### config.mk
export PLATFORM = sky130hd
export DESIGN_NAME = iu_crc_engine
export DESIGN_NICKNAME = d
export VERILOG_FILES = /design/src/rtl/iu_crc_pkg.sv /design/src/rtl/iu_crc_word_update.sv /design/src/rtl/iu_crc_lane_pack.sv /design/src/rtl/iu_crc_engine.sv
export SDC_FILE = /design/constraint.sdc
export NUM_CORES = 1
export LEC_CHECK = 0
export BUFFER_PORTS_ARGS = -buffer_cell sky130_fd_sc_hd__buf_2
export CAP_MARGIN = 25
export CELL_PAD_IN_SITES_DETAIL_PLACEMENT = 2
export CELL_PAD_IN_SITES_GLOBAL_PLACEMENT = 2
export CORE_ASPECT_RATIO = 1.2
export CORE_MARGIN = 10
export CORE_UTILIZATION = 42
export CTS_BUF_LIST = sky130_fd_sc_hd__clkbuf_8
export CTS_CLUSTER_SIZE = 20
export DETAILED_ROUTE_END_ITERATION = 8
export GPL_TIMING_DRIVEN = 0
export PLACE_DENSITY = 0.86
export SLEW_MARGIN = 10
export SYNTH_ARGS = -nofsm -noshare
export SYNTH_HDL_FRONTEND = slang
export SYNTH_SLANG_ARGS = --single-unit
export TNS_END_PERCENT = 100
### constraint.sdc
create_clock -name clk -period 6.65 [get_ports clk]
set_input_delay 0.9975 -clock clk [delete_from_list [all_inputs] [get_ports clk]]
set_output_delay 0.9975 -clock clk [all_outputs]
set_load 0.005 [all_outputs]
### src/rtl/iu_crc_pkg.sv
package iu_crc_pkg;
    localparam int BUS_W  = 16;
    localparam int WORD_W = 32;
    localparam logic [WORD_W-1:0] CRC_POLY    = 32'h04C1_1DB7;
    localparam logic [WORD_W-1:0] CRC_PRESET  = 32'hFFFF_FFFF;
    localparam logic [WORD_W-1:0] CRC_RESIDUE = 32'hC704_DD7B;

    typedef enum logic [1:0] {
        SEQ_DATA,
        SEQ_CRC_A,
        SEQ_CRC_B
    } seq_state_t;

    typedef struct packed {
        logic             valid;
        logic             is_crc;
        logic [BUS_W-1:0] data;
    } out_beat_t;

    function automatic logic [7:0] mirror8(input logic [7:0] b);
        logic [7:0] r;
        for (int i = 0; i < 8; i++) r[i] = b[7-i];
        return r;
    endfunction

    function automatic logic [WORD_W-1:0] divide_msb_first(
        input logic [WORD_W-1:0] rem,
        input logic [WORD_W-1:0] word
    );
        logic [WORD_W-1:0] r;
        logic fb;
        r = rem;
        for (int i = WORD_W - 1; i >= 0; i--) begin
            fb = r[WORD_W-1] ^ word[i];
            r  = {r[WORD_W-2:0], 1'b0} ^ (fb ? CRC_POLY : '0);
        end
        return r;
    endfunction
endpackage

### src/rtl/iu_crc_word_update.sv
module iu_crc_word_update
    import iu_crc_pkg::*;
(
    input  logic [WORD_W-1:0] rem_in,
    input  logic [BUS_W-1:0]  first_beat,
    input  logic [BUS_W-1:0]  second_beat,
    output logic [WORD_W-1:0] rem_out
);
    localparam int NBYTES = WORD_W / 8;

    logic [WORD_W-1:0] lanes;
    logic [WORD_W-1:0] mirrored;

    assign lanes = {second_beat, first_beat};

    for (genvar k = 0; k < NBYTES; k++) begin : g_lane
        assign mirrored[WORD_W-1-8*k -: 8] = mirror8(lanes[8*k +: 8]);
    end

    assign rem_out = divide_msb_first(rem_in, mirrored);
endmodule

### src/rtl/iu_crc_lane_pack.sv
module iu_crc_lane_pack
    import iu_crc_pkg::*;
(
    input  logic [WORD_W-1:0] rem,
    output logic [BUS_W-1:0]  beat_a,
    output logic [BUS_W-1:0]  beat_b
);
    localparam int NBYTES = WORD_W / 8;

    logic [WORD_W-1:0] tx_bytes;

    for (genvar k = 0; k < NBYTES; k++) begin : g_byte
        assign tx_bytes[8*k +: 8] = mirror8(~rem[WORD_W-1-8*k -: 8]);
    end

    assign beat_a = tx_bytes[BUS_W-1:0];
    assign beat_b = tx_bytes[WORD_W-1:BUS_W];
endmodule

### src/rtl/iu_crc_engine.sv
module iu_crc_engine
    import iu_crc_pkg::*;
#(
    parameter int CNT_W = 16
) (
    input  logic             clk,
    input  logic             rst,
    input  logic             mode_check,
    input  logic [CNT_W-1:0] interval,
    input  logic             in_valid,
    output logic             in_ready,
    input  logic [15:0]      in_data,
    input  logic             in_last,
    output logic             out_valid,
    output logic [15:0]      out_data,
    output logic             out_crc,
    output logic             crc_err
);
    localparam logic [CNT_W-1:0] BYTES_PER_WORD = CNT_W'(WORD_W / 8);

    seq_state_t        state_q;
    logic              half_q;
    logic [BUS_W-1:0]  hold_q;
    logic [WORD_W-1:0] rem_q;
    logic [CNT_W-1:0]  count_q;
    out_beat_t         beat_q;
    logic              err_q;

    logic [WORD_W-1:0] rem_upd;
    logic [BUS_W-1:0]  crc_beat_a;
    logic [BUS_W-1:0]  crc_beat_b;
    logic [CNT_W-1:0]  count_next;
    logic              interval_hit;
    logic              accept;

    iu_crc_word_update u_update (
        .rem_in      (rem_q),
        .first_beat  (hold_q),
        .second_beat (in_data),
        .rem_out     (rem_upd)
    );

    iu_crc_lane_pack u_pack (
        .rem    (rem_q),
        .beat_a (crc_beat_a),
        .beat_b (crc_beat_b)
    );

    assign count_next   = count_q + BYTES_PER_WORD;
    assign interval_hit = (interval != '0) && (count_next == interval);
    assign in_ready     = (state_q == SEQ_DATA) || mode_check;
    assign accept       = in_valid && in_ready;

    always_ff @(posedge clk) begin
        if (rst) begin
            state_q <= SEQ_DATA;
            half_q  <= 1'b0;
            hold_q  <= '0;
            rem_q   <= CRC_PRESET;
            count_q <= '0;
            beat_q  <= '0;
            err_q   <= 1'b0;
        end else begin
            beat_q <= '0;
            err_q  <= 1'b0;
            case (state_q)
                SEQ_DATA: begin
                    if (accept) begin
                        beat_q <= '{valid: 1'b1, is_crc: 1'b0, data: in_data};
                        if (!half_q) begin
                            hold_q <= in_data;
                            half_q <= 1'b1;
                        end else begin
                            half_q  <= 1'b0;
                            rem_q   <= rem_upd;
                            count_q <= count_next;
                            if (in_last || interval_hit) state_q <= SEQ_CRC_A;
                        end
                    end
                end
                SEQ_CRC_A: begin
                    if (mode_check) begin
                        if (accept) begin
                            beat_q  <= '{valid: 1'b1, is_crc: 1'b1, data: in_data};
                            hold_q  <= in_data;
                            state_q <= SEQ_CRC_B;
                        end
                    end else begin
                        beat_q  <= '{valid: 1'b1, is_crc: 1'b1, data: crc_beat_a};
                        state_q <= SEQ_CRC_B;
                    end
                end
                SEQ_CRC_B: begin
                    if (mode_check) begin
                        if (accept) begin
                            beat_q  <= '{valid: 1'b1, is_crc: 1'b1, data: in_data};
                            err_q   <= (rem_upd != CRC_RESIDUE);
                            rem_q   <= CRC_PRESET;
                            count_q <= '0;
                            state_q <= SEQ_DATA;
                        end
                    end else begin
                        beat_q  <= '{valid: 1'b1, is_crc: 1'b1, data: crc_beat_b};
                        rem_q   <= CRC_PRESET;
                        count_q <= '0;
                        state_q <= SEQ_DATA;
                    end
                end
                default: state_q <= SEQ_DATA;
            endcase
        end
    end

    assign out_valid = beat_q.valid;
    assign out_crc   = beat_q.is_crc;
    assign out_data  = beat_q.data;
    assign crc_err   = err_q;
endmodule

=== Word level (Yosys, flattened, before mapping) ===
Index checks and enable logic that the tools add are counted.

* Flip-flop bits (word level): 86
* Bits of input ports: 37
* Word-level logic and storage cells: 167

* $add $sub $neg: 1
* Equality and inequality tests: 12
* Muxes and demuxes: 61
* Bitwise logic cells: 71
* Reductions and logical operators: 13

{| class="wikitable"
|+ Operator list
! cell !! number
|-
| 32-bit bitwise XOR || 32
|-
| 27-bit 2-to-1 mux || 32
|-
| 16-bit 2-to-1 mux || 8
|-
| 32-bit 2-to-1 mux || 4
|-
| 18-bit 2-to-1 mux || 4
|-
| 16-bit one-hot mux with 2 select lines || 2
|-
| 32-bit one-hot mux with 2 select lines || 1
|-
| 18-bit one-hot mux with 3 select lines || 1
|-
| 32-bit != test (second input constant) || 1
|-
| 8-bit NOT || 4
|-
| 1-bit bitwise XOR || 32
|-
| 16-bit by 3-bit adder with 16-bit output (second input constant) || 1
|-
| 16-bit == test || 1
|-
| 16-bit nonzero test || 1
|-
| 2-bit 2-to-1 mux || 7
|-
| 2-bit != test (second input constant) || 5
|-
| 5-bit AND reduction || 2
|-
| 3-bit != test (second input constant) || 2
|-
| 2-bit one-hot mux with 3 select lines || 1
|-
| 4-bit AND reduction || 1
|-
| 2-bit nonzero test || 2
|-
| 4-bit OR reduction || 1
|-
| 1-bit NOT || 3
|-
| 2-bit by 1-bit == test with 1-bit output (second input constant) || 1
|-
| 7 further kinds || 9
|}

=== Depth between registers and ports, before layout ===
* Word-level depth: 99
* Mapped depth: 11
* Mapped depth without buffers: 11

=== Modules after synthesis ===
Synthesis repeated with hierarchy kept, for this count alone.

* Cells, all modules: 809
* Area, all modules: 7,632.3 um^2

{| class="wikitable"
|+ Modules (own cells, without submodules)
! module !! instances !! cells each !! area each (um^2)
|-
| iu_crc_engine || 1 || 526 || 4,139.0
|-
| iu_crc_word_update || 1 || 251 || 3,373.2
|-
| iu_crc_lane_pack || 1 || 32 || 120.1
|}

=== Least setup slack after synthesis ===
No wires, ideal clock.

* Path kind: in2reg
* Start: in in_data[0]
* End: reg err_q, in the netlist crc_err
* Data arrival time: 4.652 ns
* Data required time: 6.519 ns
* Path slack: 1.867 ns
* Stages on the path: 11
* Cells stage by stage: xor2_1 -> xnor2_1 -> xor2_1 -> xor2_1 -> xnor3_2 -> xor2_2 -> xor3_2 -> xnor2_1 -> or3_1 -> a2111oi_2 -> a31oi_1

* Cells in the longest elaborated chain, start to end: 23

{| class="wikitable"
|+ Ends and longest elaborated chain
! element !! line !! RTL
|-
| start: declaration || iu_crc_engine.sv:12 || <nowiki>input logic [15:0] in_data,</nowiki>
|-
| 1-bit bitwise XOR (*) || iu_crc_pkg.sv:34 || <nowiki>fb = r[WORD_W-1] ^ word[i];</nowiki>
|-
| 27-bit 2-to-1 mux (*) || iu_crc_pkg.sv:35 || <nowiki>r = {r[WORD_W-2:0], 1'b0} ^ (fb ? CRC_POLY : '0);</nowiki>
|-
| 32-bit bitwise XOR (*) (6 in series) || iu_crc_pkg.sv:35 ||
|-
| 1-bit bitwise XOR or 32-bit bitwise XOR (tied branches) || iu_crc_pkg.sv:34, iu_crc_pkg.sv:35 ||
|-
| 27-bit 2-to-1 mux or 32-bit bitwise XOR (tied branches) || iu_crc_pkg.sv:35 ||
|-
| 32-bit bitwise XOR (*) (9 in series) || iu_crc_pkg.sv:35 ||
|-
| 1-bit bitwise XOR or 32-bit bitwise XOR (tied branches) || iu_crc_pkg.sv:34, iu_crc_pkg.sv:35 ||
|-
| 27-bit 2-to-1 mux or 32-bit bitwise XOR (tied branches) || iu_crc_pkg.sv:35 ||
|-
| 32-bit bitwise XOR (*) || iu_crc_pkg.sv:35 ||
|-
| 32-bit != test (*) || iu_crc_engine.sv:97 || <nowiki>err_q <= (rem_upd != CRC_RESIDUE);</nowiki>
|-
| end signal: assignment || iu_crc_engine.sv:97 ||
|-
| end: declaration || iu_crc_engine.sv:27 || <nowiki>logic err_q;</nowiki>
|}

Mark *: on every way between the ends. The rest lies on a longest branch, timed or not.
A chain may end at the register's enable or synchronous reset.

=== Worst setup path after layout ===
Ends and elaborated chain as after synthesis.

==> impl_results.md <==
- Crit path largest cell delay: roughly 0.67 ns
- Worst-skew pair later-pin latency: around 0.38 ns
- Post-CTS Setup Inserts: 0
- Net count after synthesis: 769
- Synth top area share: 0.232
- Crit path max-delay family: XOR/XNOR gates
- Seq/Total Area, Yosys: 0.232
- Crit path DAT: 5.77 ns
- Vias/cell: 5.70
- Crit-path cells: buf_2 -> xor2_1 -> xnor2_1 -> xor2_1 -> xor2_1 -> xnor3_2 -> xor2_2 -> xor3_2 -> xnor2_1 -> or3_1 -> a2111oi_2 -> a31oi_1
- Reg2reg setup slack: 1.27 ns
- Routed Antenna Nets: 0
- CTS max path bufs: 2
- Post-layout util: 0.473
- First-pass GRT wire length: around 43000 um
- EDFF count, synth: 0
- Num rows: 52
- Mapped Area: 7250 um^2
- Antenna fix cells: 0
- Setup_tns: 0 ns
- FF+latch count, synth: 84
- Max_slew headroom: 0.244
- Grt total ovfl: 0
- Top cells by count, synth: xnor2_1 (170), dfxtp_1 (84), nor2_1 (58)
- Hpwl dp: 22400 um
- # hold bufs at CTS: 0
- Largest net degree at the start of global routing: 16
- Slowest-stage cell, CP: xnor2_1
- Vias: 5798
- DR pass1 iterations: 4
- Final nets: 835
- Required @ worst endpoint: 6.92 ns
- Yosys warns: 0
- CTS resizes: 0
- CTS Sinks: 84
- CTS root buf: clkbuf_8
- Max_cap viols: 0
- DIE AREA: between 20000 and 25000 um^2
- Status: complete, no violations
- Footprint of the multi-input gates: 5450 um^2
- Layout cells sized above 1: 0.141
- Count leader, synth: xnor2_1
- Detailed Route Iter0 Violations: 325
- Synth area leader: dfxtp_1
- CP Capture Type: flop
- Synthesis-to-layout area growth: 10.3%
- Final GP Congestion: 0.939
- Primary FF master, synth: dfxtp_1
- Die W: ~140 um
- Unrepaired setup endpoints after global routing: false
- Syn Area/Cell: 9.93 um^2
- Final hold vios: 0
- Final setup violation count: 0
- H-Tree Depth: 3
- Fillers: 1837
- Initial antenna violation count: 0
- Drt total wl: 28100 um
- Crit path kind: input port to flop
- Ports: 57
- IO buf count: 55
- Critical Path Source Type: input port
- Core ar.: 16900 um^2
- Starting density of the core: 0.429
- Register area: 1680 um^2
- Buf/Inv on CP: 1
- Clk_skew: 0.0160 ns
- Final worst path period share: 0.827
- Fin crit period: between 5 and 6 ns
- Most frequent CP cell: xor2_1
- Worst slew pin tran: approximately 1.1 ns
- Asr flop ratio synth: 0
- Final Max Tran Viols: 0
- Total CTS buffers: 9
- CTS tree: done
- Worst-path maximum fanout: 8
- CTS clk-pin slew, worst paths: approximately 0.10 ns
- Final hold slack: roughly 0.52 ns
- Wire per inst: 27.7 um
- Vias in the first global route: 6714
- Total Routing Usage GR: 0.243
- Fmax: 0.182 GHz
- DRC: 0
- Mapped Cells: 730
- Largest cells by area after synthesis: dfxtp_1 (23%), xnor2_1 (21%), xnor3_1 (12%)
- Die Height: 164 um
- Post-synthesis cell type count: 47
- HP Class: flop to flop
cells by family (layout without fill, tap and decap cells):
| family | after synthesis | in the layout | synth area share |
|---|---|---|---|
| buffers and inverters | 33 | 104 | 0.0171 |
| and+or+nand+nor | 180 | 180 | 0.129 |
| DFF | 84 | 84 | 0.232 |
| adders and majority gates | 2 | 2 | 0.00345 |
| xor gates and xnor gates | 293 | 293 | 0.489 |
| muxes | 18 | 18 | 0.0248 |
| AOI/OAI and AO/OA | 120 | 120 | 0.105 |
sequential cells by signal, indices dropped and copies added (netlist names):
signal,count
rem_q,32
hold_q,16
out_data,16
count_q,14
state_q,2
crc_err,1
half_q,1
out_crc,1
out_valid,1
per-layer routing:
layer  global-route usage  vias to the layer above  share of wire
li1                     -                     2619              -
met1                0.260                     2951           0.39
met2                0.446                      155           0.52
met3               0.0448                       73          0.040
met4                0.127                        0          0.049
met5                    0                        -              0
layout by cell type, fill, tap and decap left out, drive strengths merged, types with 5 or more instances in the layout:
| cell | n |
|---|---|
| nor3 | 8 |
| nand2 | 17 |
| xnor2 | 187 |
| nor2b | 22 |
| mux2i | 18 |
| nor2 | 58 |
| and3 | 10 |
| a2111oi | 17 |
| nor4 | 5 |
| clkbuf | 40 |
| a21oi | 45 |
| or2 | 12 |
| xor3 | 6 |
| nand3 | 11 |
| o22ai | 18 |
| buf | 56 |
| xor2 | 56 |
| o21ai | 13 |
| dfxtp | 84 |
| xnor3 | 44 |
| nand2b | 24 |
| o21a | 15 |
final cells by class:
type | instances | area share
plain buffers | 32 | 0.0150
clock buffers | 9 | 0.0155
clock inverters | 7 | 0.00954
inverters | 1 | 0.000469
multi-input cells | 613 | 0.681
flip-flops and latches | 84 | 0.210
well taps | 216 | 0.0338
repair buffers | 55 | 0.0344
stage by stage:
stage	std cells	setup WS (ns)	instance area (um^2)
finish	1017	1.15	8000
global route	1017	0.891	8000
CTS	1017	1.20	8000
detailed placement	1001	0.826	7800
global placement	1001	0.973	7800
floorplan	730	1.87	7250
worst paths after layout:
check,startpoint,end,depth (start not counted)
setup / recovery,in_data[0],crc_err$_SDFF_PP0_,12
hold / removal,count_q[3]$_SDFFE_PP0P_,count_q[3]$_SDFFE_PP0P_,2
setup reg to reg,rem_q[21]$_SDFFE_PP1P_,crc_err$_SDFF_PP0_,11
hold reg to reg,count_q[3]$_SDFFE_PP0P_,count_q[3]$_SDFFE_PP0P_,2
worst reg2reg max path, stage by stage (launching register included):
cell and delay [ns]:
dfxtp_1 0.36, xnor2_1 0.71, xnor2_2 0.36, xor2_1 0.38, xor2_1 0.54, xnor3_2 0.59
xor2_2 0.45, xor3_2 0.64, xnor2_1 0.27, or3_1 0.42, a2111oi_2 0.41, a31oi_1 0.13
Power is left out: the tool's default activity adds up to more than one toggle a clock period on the data nets, which glitch-free logic cannot reach.
